### config.mk
export PLATFORM = sky130hd
export DESIGN_NAME = page_access_guard
export DESIGN_NICKNAME = d
export VERILOG_FILES = /design/src/rtl/pag_pkg.sv /design/src/rtl/pag_fault_matrix.sv /design/src/rtl/pag_perm_table.sv /design/src/rtl/pag_status_regs.sv /design/src/rtl/page_access_guard.sv
export SDC_FILE = /design/constraint.sdc
export NUM_CORES = 1
export LEC_CHECK = 0
export ABC_AREA = 1
export BUFFER_PORTS_ARGS = -buffer_cell sky130_fd_sc_hd__buf_2
export CELL_PAD_IN_SITES_DETAIL_PLACEMENT = 0
export CELL_PAD_IN_SITES_GLOBAL_PLACEMENT = 1
export CORE_ASPECT_RATIO = 0.75
export CORE_MARGIN = 5
export CORE_UTILIZATION = 31
export DETAILED_ROUTE_END_ITERATION = 16
export PLACE_DENSITY = 0.94
export SYNTH_ARGS = -nofsm -noshare
export SYNTH_HDL_FRONTEND = slang
export SYNTH_SLANG_ARGS = --single-unit
### constraint.sdc
create_clock -name clk -period 2.8 [get_ports clk]
set_input_delay 0.56 -clock clk [delete_from_list [all_inputs] [get_ports clk]]
set_output_delay 0.56 -clock clk [all_outputs]
set_load 0.02 [all_outputs]
### src/rtl/pag_pkg.sv
package pag_pkg;

    localparam int PTE_W   = 32;
    localparam int ACC_W   = 3;
    localparam int CODE_W  = 4;
    localparam int IDX_W   = 3;
    localparam int FSR_W   = 8;
    localparam int NACC    = 1 << ACC_W;

    typedef enum logic [1:0] {
        KIND_LOAD  = 2'b00,
        KIND_STORE = 2'b01,
        KIND_FETCH = 2'b10,
        KIND_ALT   = 2'b11
    } acc_kind_e;

    typedef struct packed {
        logic [23:0]      ppn;
        logic             cacheable;
        logic             modified;
        logic             referenced;
        logic [ACC_W-1:0] acc;
        logic [1:0]       etype;
    } pte_t;

    typedef struct packed {
        logic r;
        logic w;
        logic x;
    } perm_t;

    localparam logic [CODE_W-1:0] FC_OK   = 4'd0;
    localparam logic [CODE_W-1:0] FC_PROT = 4'd8;
    localparam logic [CODE_W-1:0] FC_PRIV = 4'd12;

    // One row per access index; nibble n holds the code for access field n.
    localparam logic [NACC*CODE_W-1:0] FAULT_ROWS [NACC] = '{
        32'hCC08_0000,
        32'h0008_0000,
        32'hCC80_0088,
        32'h0080_0088,
        32'hCC88_0808,
        32'h0808_0808,
        32'hCC88_0888,
        32'h0888_0888
    };

    // Rights per access field, three bits {r,w,x} each, field 0 lowest.
    localparam logic [NACC*3-1:0] RIGHTS_SUP  = 24'b111_101_110_001_111_101_110_100;
    localparam logic [NACC*3-1:0] RIGHTS_USER = 24'b000_000_100_001_111_101_110_100;

    function automatic logic [IDX_W-1:0] make_index(input acc_kind_e kind, input logic user);
        logic wr;
        logic fe;
        wr = (kind == KIND_STORE);
        fe = (kind == KIND_FETCH);
        return {wr, fe, ~user};
    endfunction

    function automatic logic [FSR_W-1:0] status_word(input logic [IDX_W-1:0] idx,
                                                     input logic [CODE_W-1:0] code,
                                                     input logic ovw);
        return {idx, 1'b0, code} | 8'h02 | {7'd0, ovw};
    endfunction

endpackage

### src/rtl/pag_fault_matrix.sv
module pag_fault_matrix
    import pag_pkg::*;
(
    input  logic [IDX_W-1:0]  idx,
    input  logic [ACC_W-1:0]  acc,
    output logic [CODE_W-1:0] code
);
    logic [NACC*CODE_W-1:0] rows [NACC];

    for (genvar g = 0; g < NACC; g++) begin : g_row
        assign rows[g] = FAULT_ROWS[g];
    end

    always_comb begin
        code = rows[idx][acc*CODE_W +: CODE_W];
    end
endmodule

### src/rtl/pag_perm_table.sv
module pag_perm_table
    import pag_pkg::*;
(
    input  logic             user,
    input  logic [ACC_W-1:0] acc,
    input  logic             modified,
    output perm_t            perm
);
    perm_t base;

    always_comb begin
        if (user) base = perm_t'(RIGHTS_USER[acc*3 +: 3]);
        else      base = perm_t'(RIGHTS_SUP[acc*3 +: 3]);
        perm   = base;
        perm.w = base.w & modified;
    end
endmodule

### src/rtl/pag_status_regs.sv
module pag_status_regs
    import pag_pkg::*;
#(
    parameter int VA_W = 32
) (
    input  logic              clk,
    input  logic              rst,
    input  logic              fault_evt,
    input  logic [IDX_W-1:0]  idx,
    input  logic [CODE_W-1:0] code,
    input  logic [VA_W-1:0]   vaddr,
    input  logic              clr_status,
    output logic [FSR_W-1:0]  status_q,
    output logic [VA_W-1:0]   addr_q
);
    logic             ovw;
    logic [FSR_W-1:0] status_d;

    always_comb begin
        ovw      = (status_q != '0);
        status_d = status_word(idx, code, ovw);
    end

    always_ff @(posedge clk) begin
        if (rst) begin
            status_q <= '0;
            addr_q   <= '0;
        end else if (fault_evt) begin
            status_q <= status_d;
            addr_q   <= vaddr;
        end else if (clr_status) begin
            status_q <= '0;
        end
    end
endmodule

### src/rtl/page_access_guard.sv
module page_access_guard
    import pag_pkg::*;
#(
    parameter int VA_W = 32
) (
    input  logic            clk,
    input  logic            rst,
    input  logic            req_valid,
    input  logic [1:0]      req_kind,
    input  logic            req_user,
    input  logic [VA_W-1:0] req_vaddr,
    input  logic [31:0]     pte_word,
    input  logic            ctl_nofault,
    input  logic            ctl_traps_en,
    output logic [3:0]      fault_code,
    output logic            perm_read,
    output logic            perm_write,
    output logic            perm_exec,
    output logic            trap_ifetch,
    output logic            trap_data,
    input  logic            sw_rd_en,
    input  logic            sw_rd_sel,
    output logic [VA_W-1:0] sw_rdata
);
    localparam int PAD_W = VA_W - FSR_W;

    acc_kind_e         kind;
    pte_t              pte;
    logic [IDX_W-1:0]  idx;
    logic [CODE_W-1:0] code;
    perm_t             tbl_perm;
    logic              waived;
    logic              fault_evt;
    logic              trap_req;
    logic [FSR_W-1:0]  status_q;
    logic [VA_W-1:0]   addr_q;

    always_comb begin
        kind = acc_kind_e'(req_kind);
        pte  = pte_t'(pte_word);
        idx  = make_index(kind, req_user);
    end

    pag_fault_matrix u_matrix (
        .idx  (idx),
        .acc  (pte.acc),
        .code (code)
    );

    pag_perm_table u_perm (
        .user     (req_user),
        .acc      (pte.acc),
        .modified (pte.modified),
        .perm     (tbl_perm)
    );

    always_comb begin
        waived      = ctl_nofault & req_user;
        fault_evt   = req_valid & (code != FC_OK) & ~waived;
        trap_req    = fault_evt & ~ctl_nofault & ctl_traps_en;
        trap_ifetch = trap_req & (kind == KIND_FETCH);
        trap_data   = trap_req & (kind != KIND_FETCH);
        fault_code  = code;
        perm_read   = tbl_perm.r & ~fault_evt;
        perm_write  = tbl_perm.w & ~fault_evt;
        perm_exec   = tbl_perm.x & ~fault_evt;
    end

    pag_status_regs #(.VA_W(VA_W)) u_regs (
        .clk        (clk),
        .rst        (rst),
        .fault_evt  (fault_evt),
        .idx        (idx),
        .code       (code),
        .vaddr      (req_vaddr),
        .clr_status (sw_rd_en & ~sw_rd_sel),
        .status_q   (status_q),
        .addr_q     (addr_q)
    );

    always_comb begin
        if (sw_rd_sel) sw_rdata = addr_q;
        else           sw_rdata = {{PAD_W{1'b0}}, status_q};
    end
endmodule

### After elaboration in Yosys (flattened, before gate mapping)

Memory sizes are Yosys's and may differ from the RTL's.
Cells that the tools add are included.

| cells by class | value |
|---|---|
| eq/ne operators | 3 |
| shift-type cells | 3 |
| reductions and logical operators | 3 |
| multiply operators | 1 |
| bitwise gates (word level) | 19 |
| magnitude comparators | 1 |
| multiplexer cells | 6 |

Operators with widths:

| cell | number |
|---|---|
| 2-to-1 mux 32 bit | 3 |
| variable part select 24 x 6 -> 3 bit, first input constant | 2 |
| variable part select 32 x 6 -> 4 bit | 1 |
| 2-to-1 mux 8 bit | 2 |
| bitwise AND 1 bit | 12 |
| OR 8 x 1 -> 8 bit | 1 |
| nonzero test 8 bit | 1 |
| multiplier 3 x 2 -> 5 bit, second input constant | 1 |
| NOT 1 bit | 5 |
| greater-or-equal comparator 4 bit, second input constant | 1 |
| NOT 3 -> 4 bit | 1 |
| nonzero test 4 bit | 1 |
| 2-to-1 mux 3 bit | 1 |
| equality test 2 x 1 -> 1 bit, second input constant | 1 |
| equality test 2 bit, second input constant | 1 |
| inequality test 2 bit, second input constant | 1 |
| nonzero test 2 bit | 1 |

| storage, ports and cells | value |
|---|---|
| memories | 1 |
| output and inout bits | 41 |
| flip-flop bits (word level) | 40 |
| word-level logic and storage cells | 39 |
| input bits | 74 |
| bits in read-only memories | 256 |

Memory list:

| name | words | width | read ports | clocked after memory_dff | write ports | line | text |
|---|---|---|---|---|---|---|---|
| (no name shown) | 8 | 32 | 1 | 0 | 0 | pag_fault_matrix.sv:15 | `code = rows[idx][acc*CODE_W +: CODE_W];` |

### Logic depth before layout (Yosys ltp)

Gate-level depths: netlist of run 1.

| depth | value |
|---|---|
| word-level depth | 12 |
| gate-level depth with buffers | 12 |

### Modules after synthesis

Synthesis of run 1 repeated with hierarchy kept, for this count alone.

| second synthesis, totals | value |
|---|---|
| cell total of the unflattened synthesis | 289 |
| area, all modules | 1,954.4 um^2 |

By module, submodules not included:

| module | instances | cells an instance | area an instance (um^2) | sequential area each (um^2) |
|---|---|---|---|---|
| pag_status_regs | 1 | 179 | 1,407.6 | 780.7 |
| page_access_guard | 1 | 81 | 421.7 | 0.0 |
| pag_fault_matrix | 1 | 17 | 76.3 | 0.0 |
| pag_perm_table | 1 | 12 | 48.8 | 0.0 |

### Worst setup path after synthesis of run 1

Ideal clock, no wire load.

| path | value |
|---|---|
| path kind | input-to-output |
| start | input req_kind[0] |
| end | output trap_data |
| stages on the path | 11 |
| required time | 2.240 ns |
| path slack | 0.345 ns |
| arrival | 1.895 ns |
| cells stage by stage | inv_1 ha_1 inv_1 nand2_1 nand2_1 inv_1 nand2_1 nand4_2 buf_6 buf_6 nor4_2 |

| on the way | value |
|---|---|
| word-level cells in the longest chain between the ends | 12 |
| elaborated cells between the ends (all ways) | 14 |
| classes of those cells | eq/ne: 3; shift: 1; mux: 2; bitwise: 6; reduce/logical: 1; memory: 1 |

RTL lines:

| what | line | text |
|---|---|---|
| from (decl) | page_access_guard.sv:9 | `input logic [1:0] req_kind,` |
| equality test 2 bit or equality test 2 x 1 -> 1 bit (tied branches) | pag_pkg.sv:56, pag_pkg.sv:55 |  |
| NOT 3 -> 4 bit (implied by the code) | pag_fault_matrix.sv:15 |  |
| memory read (8 x 32 bit) | - |  |
| 2-to-1 mux 32 bit (implied by the code) (2 in a row) | pag_fault_matrix.sv:15 |  |
| variable part select 32 x 6 -> 4 bit | pag_fault_matrix.sv:15 |  |
| nonzero test 4 bit | page_access_guard.sv:59 | `fault_evt = req_valid & (code != FC_OK) & ~waived;` |
| bitwise AND 1 bit (2 in a row) | page_access_guard.sv:59 |  |
| bitwise AND 1 bit (2 in a row) | page_access_guard.sv:60 | `trap_req = fault_evt & ~ctl_nofault & ctl_traps_en;` |
| bitwise AND 1 bit (*) | page_access_guard.sv:62 | `trap_data = trap_req & (kind != KIND_FETCH);` |
| to (decl) | page_access_guard.sv:20 | `output logic trap_data,` |

Mark *: on every way between the ends. The rest lies on a longest branch, timed or not. The select of a mux whose other input is x is not followed.

### Worst setup path in the final report of run 1

| path | value |
|---|---|
| start | input req_kind[0] |
| end | output trap_ifetch |

| on the way | value |
|---|---|
| word-level cells in the longest chain between the ends | 12 |
| elaborated cells between the ends (all ways) | 13 |
| classes of those cells | eq/ne: 2; shift: 1; mux: 2; bitwise: 6; reduce/logical: 1; memory: 1 |

RTL lines:

| what | line | text |
|---|---|---|
| equality test 2 bit or equality test 2 x 1 -> 1 bit (tied branches) | pag_pkg.sv:56, page_access_guard.sv:61, pag_pkg.sv:55 |  |
| NOT 3 -> 4 bit (implied by the code) | pag_fault_matrix.sv:15 |  |
| memory read (8 x 32 bit) | - |  |
| 2-to-1 mux 32 bit (implied by the code) (2 in a row) | pag_fault_matrix.sv:15 |  |
| variable part select 32 x 6 -> 4 bit | pag_fault_matrix.sv:15 |  |
| nonzero test 4 bit | page_access_guard.sv:59 |  |
| bitwise AND 1 bit (2 in a row) | page_access_guard.sv:59 |  |
| bitwise AND 1 bit (2 in a row) | page_access_guard.sv:60 |  |
| bitwise AND 1 bit (*) | page_access_guard.sv:61 | `trap_ifetch = trap_req & (kind == KIND_FETCH);` |
| to (decl) | page_access_guard.sv:19 | `output logic trap_ifetch,` |

Marked as above.

==> impl_results.md, run 1 <==
- Met3 Use GR: 4.845%
- Largest net degree at the start of global routing: 44
- Cell taking the most area after synthesis: sky130_fd_sc_hd__dfxtp_1
- Max cap viols: 0
- Critical Path AT: 1.91 ns
- Multi-input combinational cell area: 978.4 µm²
- Post-layout utilization of the core: 41.50%
- Final cycle utilization of the critical path: 88.27%
- Global routing's busiest layer: met2
- IO buf count: 84
- Final worst path period need: 2.471 ns
- Placeable core region: 0.006412 mm²
- Most common cell in the synthesized netlist: sky130_fd_sc_hd__nand2_1
- Overall via count from detail_route: 2226
- Post-synthesis sequential element count: 39
- Power per standard cell area: 530.9 mW/mm²
- Hold Path Cell Cnt: 2
- Met1 Use GR: 17.78%
- Fraction of the yosys area taken by sequential cells: 37.45%
- TritonCTS buffer count: 5
- Share of final-layout standard cells stronger than drive strength 1: 26.74%
- Maximum operating frequency: 404.6 MHz
- Hold bufs inserted after CTS: 0
- Residual DRC: 0
- Type of element launching the critical path: input port
- PostCTS Resize Cnt: 0
- Drt total wl: 5.904 mm
- Number of antenna violations at the first check in global routing: 0
- Global-route wire length before repair: 9.535 mm
- Predominant post-synthesis flop cell: sky130_fd_sc_hd__dfxtp_1
- Run status: complete, no violations
- Count of pins over their slew limit: 0
- Post CTS Setup Buffer Count: 0
- Avg Inst Size Synth: 6.660 µm²
- Final Wtd Congestion: 0.7832
- Number of diodes: 0
- Worst hold endpoint: u_regs.addr_q[19]
- Yosys warns: 0
- Final worst hold slack: 0.4666 ns
- Top cells by area, synth: sky130_fd_sc_hd__dfxtp_1, sky130_fd_sc_hd__nand2_1, sky130_fd_sc_hd__nand4_1
- Final Skew: 0.0009117 ns
- Clk Tree Root Cell: sky130_fd_sc_hd__clkbuf_8
- Max clock buf depth: 2
- Setup Crit Path Kind: in -> out
- Combined flip-flop and latch cell area: 780.7 µm²
- Final hold violation count: 0
- Depth of the most critical reg-to-reg path: 4
- Total routing usage reported by global routing: 13.58%
- Leakage power: 1.466 nW
- Worst r2r dst: u_regs.status_q[0]
- Largest voltage drop on the vdd net: 0.0002096 V
- Total of endpoints with negative setup slack in the final report: 0
- Detail Placement HPWL: 4.187 mm
- Latest clock arrival within the worst-skew pair: 0.28 ns
- Number of enable flip-flop cells after synthesis: 0
- Data required time at the worst endpoint: 2.24 ns
- Met2 demand-to-capacity share in global routing: 21.74%
- Number of iterations in the first detailed-routing pass: 4
- Synthesis-to-layout area growth: 27.67%
- Area of the mapped netlist: 0.002084 mm²
- Filler cell count in the final layout: 663
- Via count of the first global-routing pass: 2087
- Endpoint type of the worst setup path: output port
- Worst reg2reg startpoint: u_regs.status_q[2]
- Fraction of registers with async set/reset: 0%
- Average detailed-routed wire length per instance: 12.56 µm
- Share of the synthesized area in the top cell type: 37.45%
- Unrepaired setup endpoints after global routing: no
- Hold Crit Class: reg -> reg
- NumNets Final: 466
- IO Count: 115
- Count of clock tree sinks: 39
- Total Die Area: 0.008481 mm²
- Setup Total Neg Slack: 0 ns
- Placed insts: 462
- Cell count after synthesis: 313
- Post-synth top cells: sky130_fd_sc_hd__nand2_1, sky130_fd_sc_hd__inv_1, sky130_fd_sc_hd__dfxtp_1
- Chip width: 104.7 µm
- Starting density of the core: 32.51%
- HP Start: u_regs.addr_q[19]
- H-tree depth reported by CTS: 2
- Vias per Instance: 4.736
- Iter 0 DRT Violations: 115
- Residual overflow from global routing: 0
- Die outline height: 81.02 µm
- Non-filler instance count after layout: 470
- Worst setup slack for register-to-register paths: 1.92 ns
- Power, Total: 1.413 mW
- Clk slew on worst S/H paths: 0.08 ns
- Count of unique library cells instantiated by Yosys: 22
- Critical path fanouts, max: 6
- Number of cell rows: 25
- CTS tree: done
- Final ANT Viol Nets: 0
## logic make-up after synthesis
kind of cell | count (synthesis) | share of synthesized area [%]
AO/OA/AOI/OAI | 43 | 10.32
adder cells (fa/ha/maj) | 4 | 2.401
buffers and inverters | 76 | 15.79
flip-flops | 39 | 37.46
other | 1 | 0.1799
AND/OR/NAND/NOR | 150 | 33.85
## per-layer routing
metal  share of wire (%)  routed length (µm)
met1                  46                2732
met5                   0                   0
met4                0.27                  16
met3                 9.8                 576
met2                  44                2579
## how the worst max path moves through the flow
stage | start | end | slack, ns | cells past startpoint
global placement | req_kind[0] | trap_data | 0.39 | 10
global route | req_kind[0] | trap_ifetch | 0.16 | 10
detailed placement | req_kind[0] | trap_data | 0.33 | 10
floorplan | req_kind[0] | trap_data | 0.34 | 11
finish | req_kind[0] | trap_ifetch | 0.33 | 10
CTS | req_kind[0] | trap_data | 0.32 | 10
## critical path: stages
cell and delay [ns]:
sky130_fd_sc_hd__buf_2 0.12, sky130_fd_sc_hd__inv_1 0.08, sky130_fd_sc_hd__ha_1 0.25, sky130_fd_sc_hd__nand3_1 0.10
sky130_fd_sc_hd__nand2_1 0.09, sky130_fd_sc_hd__inv_1 0.04, sky130_fd_sc_hd__nand2_1 0.08, sky130_fd_sc_hd__nand4_2 0.21
sky130_fd_sc_hd__nor4_2 0.18, sky130_fd_sc_hd__buf_2 0.20
## cell type report
cell class / count / share of cell area (%)
multi-input cells: 199 / 36.77
flip-flops and latches: 39 / 29.34
repair buffers: 91 / 17.77
inverters: 52 / 7.334
well taps: 81 / 3.808
clock buffers: 6 / 2.727
clock inverters: 2 / 2.257
## through the flow
step                      setup WS (ns)  area (µm²)
final                            0.3285        2661
after CTS                        0.3236        2661
after detailed placement         0.3258        2529
after global routing             0.1643        2661
after global placement           0.3888        2529
after floorplan                  0.3446        2088
## power by group
group          internal, mW  switching (mW)  leakage [nW]
combinational        0.0896           0.170          1.08
sequential            0.583          0.0135         0.318
clock                 0.356           0.200        0.0654
## state kept, by name, indices dropped and copies added, names as in the netlist
signal           count
u_regs.status_q      7
u_regs.addr_q       32
## layout by cell type, fill, tap and decap left out
cell	count
sky130_fd_sc_hd__nor2_1	12
sky130_fd_sc_hd__bufinv_16	2
sky130_fd_sc_hd__clkbuf_1	1
sky130_fd_sc_hd__nand4_2	1
sky130_fd_sc_hd__nor4_2	2
sky130_fd_sc_hd__nand2_1	85
sky130_fd_sc_hd__buf_2	84
sky130_fd_sc_hd__o21ai_0	8
sky130_fd_sc_hd__dfxtp_1	39
sky130_fd_sc_hd__nor2_2	1
sky130_fd_sc_hd__nor3_1	2
sky130_fd_sc_hd__nand3b_1	1
sky130_fd_sc_hd__a21oi_1	35
sky130_fd_sc_hd__buf_4	7
sky130_fd_sc_hd__nand4_1	35
sky130_fd_sc_hd__nand3_1	10
sky130_fd_sc_hd__inv_2	1
sky130_fd_sc_hd__ha_1	4
sky130_fd_sc_hd__conb_1	2
sky130_fd_sc_hd__inv_1	51
sky130_fd_sc_hd__clkbuf_8	5
sky130_fd_sc_hd__nor2_4	1
(Power assumes the default switching activity.)
==> run 2: changes to the inputs <==
--- a/config.mk
+++ b/config.mk
@@ -7,13 +7,12 @@
 export LEC_CHECK = 0
 export ABC_AREA = 1
 export BUFFER_PORTS_ARGS = -buffer_cell sky130_fd_sc_hd__buf_2
-export CELL_PAD_IN_SITES_DETAIL_PLACEMENT = 0
-export CELL_PAD_IN_SITES_GLOBAL_PLACEMENT = 1
 export CORE_ASPECT_RATIO = 0.75
 export CORE_MARGIN = 5
-export CORE_UTILIZATION = 31
+export CORE_UTILIZATION = 40
 export DETAILED_ROUTE_END_ITERATION = 16
-export PLACE_DENSITY = 0.94
+export PLACE_DENSITY = 0.84
 export SYNTH_ARGS = -nofsm -noshare
 export SYNTH_HDL_FRONTEND = slang
+export SYNTH_HIERARCHICAL = 1
 export SYNTH_SLANG_ARGS = --single-unit
==> constraint.sdc (replaced) <==
create_clock -name clk -period 2.8 [get_ports clk]
set_input_delay 0 -clock clk [delete_from_list [all_inputs] [get_ports clk]]
set_output_delay 0 -clock clk [all_outputs]
set_load 0.02 [all_outputs]
==> run 2 against run 1 <==
  * Power is 1.8% lower
  * Setup slack better by 0.65 ns
  * Global-route usage up 2.4 points
  * Utilization rose by 16 points
  * Clock power decreased by 16%
  * Routed wire length decreased by 14%
  * Synthesized cell count shrank 7.7%
  * Sequential power grew 3.9%
  * Critical path depth grew 5
  * Via count fell by 6.6%
  * Critical path type is now in -> reg
  * Largest power group unchanged
==> impl_results.md, run 2 <==
- Combined flip-flop and latch cell area: 780.7 µm² (unchanged)
- Largest registers: u_regs/addr_q (32), u_regs/status_q (7)
- Die outline height: 70.54 µm (-13%)
- IO buf count: 84 (unchanged)
- Final ANT Viol Nets: 0 (unchanged)
- Number of iterations in the first detailed-routing pass: 4 (unchanged)
- Number of enable flip-flop cells after synthesis: 0 (unchanged)
- Clk Tree Root Cell: sky130_fd_sc_hd__clkbuf_8
- Total routing usage reported by global routing: 15.98% (+2.4 points)
- Residual overflow from global routing: 0 (unchanged)
- Area of the mapped netlist: 0.001954 mm² (-6.2%)
- Yosys warns: 6 (+6)
- Global-route wire length before repair: 8.700 mm (-8.8%)
- Cell taking the most area after synthesis: sky130_fd_sc_hd__dfxtp_1
- Multi-input combinational cell area: 874.6 µm² (-11%)
- Cell count after synthesis: 289 (-7.7%)
- Met1 Use GR: 18.05% (+0.27 points)
- Slew margin rel.: 53.26%
- CTS tree: done
- Setup Crit Path Kind: in -> reg
- Post-synth top cells: sky130_fd_sc_hd__nor2_1, sky130_fd_sc_hd__nand2_1, sky130_fd_sc_hd__dfxtp_1, sky130_fd_sc_hd__inv_1, sky130_fd_sc_hd__o21ai_0
- Final Skew: 0.008399 ns (+0.007487 ns)
- Via count of the first global-routing pass: 2027 (-2.9%)
- Filler cell count in the final layout: 449 (-32%)
- TritonCTS buffer count: 5 (unchanged)
- Type of element launching the critical path: input port
- Largest net degree at the start of global routing: 35 (-20%)
- Starting density of the core: 40.57% (+8.1 points)
- Predominant post-synthesis flop cell: sky130_fd_sc_hd__dfxtp_1
- Worst setup path endpoint: u_regs/status_q[0]
- Slew at the pin closest to its max-slew limit: 0.7012 ns
- Number of diodes: 0 (unchanged)
- Count of clock tree sinks: 39 (unchanged)
- Power per standard cell area: 502.3 mW/mm² (-5.4%)
- Share of final-layout standard cells stronger than drive strength 1: 26.32% (-0.42 points)
- Fraction of the yosys area taken by sequential cells: 39.95% (+2.5 points)
- Maximum operating frequency: 549.7 MHz (+36%)
- Largest voltage drop on the vdd net: 0.0002840 V (+36%)
- Endpoint type of the worst setup path: register
- H-tree depth reported by CTS: 2 (unchanged)
- Unrepaired setup endpoints after global routing: no
- Run status: complete, no violations
- Max clock buf depth: 2 (unchanged)
- Top cells by area, synth: sky130_fd_sc_hd__dfxtp_1, sky130_fd_sc_hd__nor2_1, sky130_fd_sc_hd__nand2_1
- Latest clock arrival within the worst-skew pair: 0.28 ns (about the same)
- Number of cell rows: 22 (-12%)
- Detail Placement HPWL: 3.388 mm (-19%)
- Avg Inst Size Synth: 6.763 µm² (+1.5%)
- Global routing's busiest layer: met2
- Hold Path Cell Cnt: 4 (+2)
- Chip width: 90.71 µm (-13%)
- Setup slack at placement: 0.7160 ns (+0.3902 ns)
- Most common cell in the synthesized netlist: sky130_fd_sc_hd__nor2_1
- Average detailed-routed wire length per instance: 11.07 µm (-12%)
- Drt total wl: 5.081 mm (-14%)
- Commonest non-fill, non-tap cell in the layout: sky130_fd_sc_hd__buf_2
- Crit path from: req_kind[0]
- Leakage power: 1.604 nW (+9.4%)
- Final hold violation count: 0 (unchanged)
- Final Wtd Congestion: 0.7670 (-2.1%)
- Final worst path period need: 1.819 ns (-0.6523 ns)
- Hold Crit Class: in -> reg
- Total Die Area: 0.006398 mm² (-25%)
- Clk slew on worst S/H paths: 0.08 ns (about the same)
- Leading cell types in the layout, fill and taps excluded: sky130_fd_sc_hd__buf_2, sky130_fd_sc_hd__nor2_1, sky130_fd_sc_hd__nand2_1
- Iter 0 DRT Violations: 56 (-51%)
- Share of the synthesized area in the top cell type: 39.95% (+2.5 points)
- Worst setup slack for register-to-register paths: 2.02 ns (+0.10 ns)
- Post-synthesis sequential element count: 39 (unchanged)
- Max cap viols: 0 (unchanged)
- Data required time at the worst endpoint: 3.01 ns (+0.77 ns)
- Setup Total Neg Slack: 0 ns (unchanged)
- Count of unique library cells instantiated by Yosys: 22 (unchanged)
- PostCTS Resize Cnt: 0 (unchanged)
- Critical Path AT: 2.03 ns (+0.12 ns)
- Count of pins over their slew limit: 0 (unchanged)
- Number of antenna violations at the first check in global routing: 0 (unchanged)
- Final cycle utilization of the critical path: 64.97% (-23 points)
- Overall via count from detail_route: 2079 (-6.6%)
- Met3 Use GR: 4.782% (-0.063 points)
- IO Count: 115 (unchanged)
- Residual DRC: 0 (unchanged)
- Depth of the most critical reg-to-reg path: 4 (unchanged)
- Worst r2r dst: u_regs/status_q[0]
- Placeable core region: 0.004817 mm² (-25%)
- Synthesis-to-layout area growth: 41.36%
- Worst reg2reg startpoint: u_regs/status_q[3]
- Total of endpoints with negative setup slack in the final report: 0 (unchanged)
- Register ranked first by flip-flop count: u_regs/addr_q
- Final Worst Setup Slack: 0.9808 ns (+0.6523 ns)
- Critical path fanouts, max: 34 (+28)
- NumNets Final: 472 (+1.3%)
- Final worst hold slack: 0.02187 ns (-0.4447 ns)
- Met2 demand-to-capacity share in global routing: 29.73% (+8.0 points)
- Largest register FFs: 32 (unchanged)
- Fraction of registers with async set/reset: 0% (unchanged)
- Vias per Instance: 4.529 (-4.4%)
-- run 2: cell count changes after synthesis, moves of 10 or more --
cell | before | now
sky130_fd_sc_hd__o21ai_0 | 8 | 29
sky130_fd_sc_hd__nand2_1 | 85 | 53
sky130_fd_sc_hd__inv_1 | 51 | 39
sky130_fd_sc_hd__clkbuf_1 | 12 | 2
sky130_fd_sc_hd__a21oi_1 | 35 | 7
sky130_fd_sc_hd__nand4_1 | 35 | 0
sky130_fd_sc_hd__nor2_1 | 12 | 77
-- run 2: report_power, final --
part           switching, mW  internal [mW]  total [mW]
clock network          0.181          0.288       0.469
registers             0.0215          0.599       0.620
logic                  0.171          0.127       0.298
-- run 2: stage by stage --
stage / instance area, µm² / util [%] / total power, mW / cells
finish: 2763 / 57.35 / 1.388 / 459
floorplan: 1958 / - / 0.8187 / 290
global placement: 2315 / 48.05 / 0.8879 / 418
detailed placement: 2315 / 48.05 / 0.8950 / 418
global route: 2763 / 57.35 / 1.470 / 459
CTS: 2763 / 57.35 / 1.407 / 459
-- run 2: layout make-up --
type,instances,area share (%)
clock buffers,6,2.989
clock inverters,2,1.268
inverters,41,5.661
multi-input cells,193,31.66
flip-flops and latches,39,28.26
well taps,60,2.717
repair buffers,118,27.45
-- run 2: repair_timing --
action / 4_1_cts / 5_1_grt
hold buffers: 33 / 0
buffers inserted: 0 / 0
hold endpoints to repair: 38 / 0
-- run 2: worst min-delay path by stage --
stage | start | end | slack [ns]
finish | req_kind[1] | u_regs/status_q[7] | 0.02
detailed placement | req_vaddr[7] | u_regs/addr_q[7] | 0.23
floorplan | rst | u_regs/status_q[1] | 0.06
global placement | req_vaddr[4] | u_regs/addr_q[4] | 0.22
global route | req_kind[1] | u_regs/status_q[7] | 0.03
CTS | req_kind[1] | u_regs/status_q[7] | 0.01
-- run 2: cells by family after synthesis --
family	after synthesis	share of synthesized area (%)
AND/OR/NAND/NOR	139	27.40
buffers and inverters	58	15.49
AO/OA/AOI/OAI	43	11.59
flip-flops	39	39.95
multiplexers	8	5.185
other	2	0.3843
-- run 2: critical path: stages --
cell and delay (ns):
sky130_fd_sc_hd__buf_2 0.10, sky130_fd_sc_hd__inv_1 0.06, sky130_fd_sc_hd__nand2_1 0.06, sky130_fd_sc_hd__inv_1 0.11, sky130_fd_sc_hd__inv_1 0.05, sky130_fd_sc_hd__nand2_1 0.06, sky130_fd_sc_hd__nand3_1 0.06, sky130_fd_sc_hd__nand3_1 0.11
sky130_fd_sc_hd__nor2_1 0.06, sky130_fd_sc_hd__nand2_1 0.14, sky130_fd_sc_hd__and2_1 0.61, sky130_fd_sc_hd__inv_4 0.29, sky130_fd_sc_hd__nand2_1 0.15, sky130_fd_sc_hd__nand2_1 0.05, sky130_fd_sc_hd__nor2_1 0.12
-- run 2: metal layers --
metal / wire length (µm) / vias up
met5: 0 / -
met4: 28 / 0
met3: 407 / 4
met2: 2407 / 78
met1: 2238 / 915
li1: - / 1082
==> run 3: changes to the inputs <==
==> constraint.sdc (replaced) <==
create_clock -name clk -period 1.75 [get_ports clk]
set_input_delay 0 -clock clk [delete_from_list [all_inputs] [get_ports clk]]
set_output_delay 0 -clock clk [all_outputs]
set_load 0.02 [all_outputs]
==> run 3 against run 2 <==
  * Hold slack improved by 0.00059 ns
  * Power rose by 54%
  * Clock-buffer cell count rose by 2
  * Largest cell class unchanged
  * Clock power rose by 38%
  * Critical path type unchanged
  * Routed wire length rose by 3.2%
  * Combinational power rose by 66%
==> impl_results.md, run 3 (synthesis results as in run 2) <==
- Endpoint type of the worst setup path: register
- Starting density of the core: 40.57% (unchanged)
- Leakage power: 1.622 nW (+1.2%)
- Share of final-layout standard cells stronger than drive strength 1: 27.16% (+0.84 points)
- Critical Path AT: 1.63 ns (-0.40 ns)
- Global routing's busiest layer: met2
- Max cap viols: 0 (unchanged)
- Residual DRC: 0 (unchanged)
- Residual overflow from global routing: 0 (unchanged)
- Total routing usage reported by global routing: 16.55% (+0.57 points)
- Post-Layout Inst Area: 0.002790 mm² (+1.0%)
- Final ANT Viol Nets: 0 (unchanged)
- Number of diodes: 0 (unchanged)
- Placeable core region: 0.004817 mm² (unchanged)
- Count of clock tree sinks: 39 (unchanged)
- Run status: complete, no violations
- Met2 demand-to-capacity share in global routing: 29.33% (-0.40 points)
- Most frequent CP cell: sky130_fd_sc_hd__nand3_1
- NumNets Final: 478 (+1.3%)
- Post-layout utilization of the core: 57.92% (+0.57 points)
- Maximum operating frequency: 683.2 MHz
- Met1 Use GR: 19.63% (+1.6 points)
- Leading cell types in the layout, fill and taps excluded: sky130_fd_sc_hd__buf_2, sky130_fd_sc_hd__nor2_1, sky130_fd_sc_hd__nand2_1
- Die outline height: 70.54 µm (unchanged)
- Chip width: 90.71 µm (unchanged)
- Final worst path period need: 1.464 ns
- Largest net degree at the start of global routing: 34 (-2.9%)
- Number of antenna violations at the first check in global routing: 0 (unchanged)
- TritonCTS buffer count: 5 (unchanged)
- Largest voltage drop on the vdd net: 0.0003800 V (+34%)
- Unrepaired setup endpoints after global routing: no
- Total Die Area: 0.006398 mm² (unchanged)
- Met3 Use GR: 5.101% (+0.32 points)
- Final Skew: 0.001071 ns (-0.007328 ns)
- Clk slew on worst S/H paths: 0.07 ns (about the same)
- H-tree depth reported by CTS: 2 (unchanged)
- Count of pins over their slew limit: 0 (unchanged)
- Register ranked first by flip-flop count: u_regs/addr_q
- Commonest non-fill, non-tap cell in the layout: sky130_fd_sc_hd__buf_2
- Filler cell count in the final layout: 462 (+2.9%)
- Latest clock arrival within the worst-skew pair: 0.28 ns (about the same)
- Final cycle utilization of the critical path: 83.64%
- Synthesis-to-layout area growth: 42.77%
- IO buf count: 84 (unchanged)
- Setup Crit Path Kind: in -> reg
- Drt total wl: 5.246 mm (+3.2%)
- IO Count: 115 (unchanged)
- Total of endpoints with negative setup slack in the final report: 0 (unchanged)
- Clk Tree Root Cell: sky130_fd_sc_hd__clkbuf_8
- Final hold violation count: 0 (unchanged)
- Power per standard cell area: 763.5 mW/mm² (+52%)
- Hold Crit Class: in -> reg
- Number of cell rows: 22 (unchanged)
- Final Wtd Congestion: 0.7616 (-0.70%)
- Largest register FFs: 32 (unchanged)
- Global-route wire length before repair: 8.901 mm (+2.3%)
- Cell area after placement: 0.002360 mm² (+1.9%)
- Max clock buf depth: 2 (unchanged)
- Iter 0 DRT Violations: 62 (+11%)
- Cell type of the slowest stage on the worst timing path: sky130_fd_sc_hd__and2_1
- PostCTS Resize Cnt: 0 (unchanged)
- Vias per Instance: 4.540 (+0.23%)
- Longest individual stage delay on the worst path: 0.26 ns (-0.35 ns)
- Overall via count from detail_route: 2111 (+1.5%)
- Detail Placement HPWL: 3.515 mm (+3.7%)
- Data required time at the worst endpoint: 1.92 ns (-1.09 ns)
- Number of iterations in the first detailed-routing pass: 4 (unchanged)
- CTS tree: done
- Type of element launching the critical path: input port
- Average detailed-routed wire length per instance: 11.28 µm (+1.9%)
- Via count of the first global-routing pass: 2048 (+1.0%)
- CP Cell Sequence: buf_2 -> inv_1 -> nand2_1 -> inv_1 -> nand3_1 -> nand3_1 -> nand3_1 -> nor2_1 -> nand2_1 -> and2_1 -> buf_4 -> o21ai_0 -> nor2_1
- Largest registers: u_regs/addr_q (32), u_regs/status_q (7)
- Critical path fanouts, max: 22 (-35%)
==> run 3: cell types whose count changed in the layout (fill, tap and decap cells not counted) <==
cell and delta:
sky130_fd_sc_hd__clkinv_2 -1, sky130_fd_sc_hd__bufinv_16 -1, sky130_fd_sc_hd__buf_4 +6, sky130_fd_sc_hd__clkbuf_8 +1, sky130_fd_sc_hd__clkbuf_1 +1
==> run 3: worst paths after layout <==
check	start	slack, ns	cells after the start	end
hold reg to reg	u_regs/status_q[6]	0.49	2	u_regs/status_q[6]
setup reg to reg	u_regs/status_q[3]	0.99	4	u_regs/status_q[0]
hold / removal	req_kind[1]	0.02	4	u_regs/status_q[7]
setup / recovery	req_kind[0]	0.29	13	u_regs/addr_q[28]
==> run 3: metal layers <==
metal	share of wire (%)	wire [µm]	vias up
met4	0.84	44	0
met1	44	2302	935
met5	0	0	-
li1	-	-	1099
met2	48	2541	70
met3	6.8	357	7
==> run 3: timing repair <==
item                                    4_1_cts  5_1_grt
setup buffers                                 0        0
endpoints found under the hold margin        38        0
endpoints found under the setup margin        0        0
hold buffers                                 33        0
==> run 3: stage by stage <==
step	power (mW)	instances	hold WS, ns	setup TNS, ns	worst slack (ns)
floorplan	1.310	290	0.06244	0	0.1896
global placement	1.435	424	0.2237	0	0.1034
detailed placement	1.447	424	0.2326	-0.008981	-0.008981
CTS	2.156	465	0.01167	0	0.2898
global route	2.259	465	0.02866	0	0.1216
finish	2.130	465	0.02246	0	0.2864
==> run 3: area by class of cell <==
cell class | instances | area (µm²) | share of cell area (%)
Clock buffer | 8 | 100.1 | 3.587
Inverter | 41 | 156.4 | 5.605
Multi-Input combinational cell | 193 | 874.6 | 31.35
Sequential cell | 39 | 780.7 | 27.98
Tap cell | 60 | 75.07 | 2.691
Timing Repair Buffer | 124 | 803.3 | 28.79
==> run 3: power breakdown <==
part           internal, mW  switching, mW  total, mW
Clock                 0.359          0.285      0.645
Sequential            0.958         0.0339      0.992
Combinational         0.216          0.278      0.494
==> run 3: worst max-delay path, delay by kind of cell <==
| family | cells | cell delay, ns |
|---|---|---|
| AND/OR/NAND/NOR | 8 | 0.91 |
| buffers and inverters | 4 | 0.49 |
| AO/OA/AOI/OAI | 1 | 0.22 |
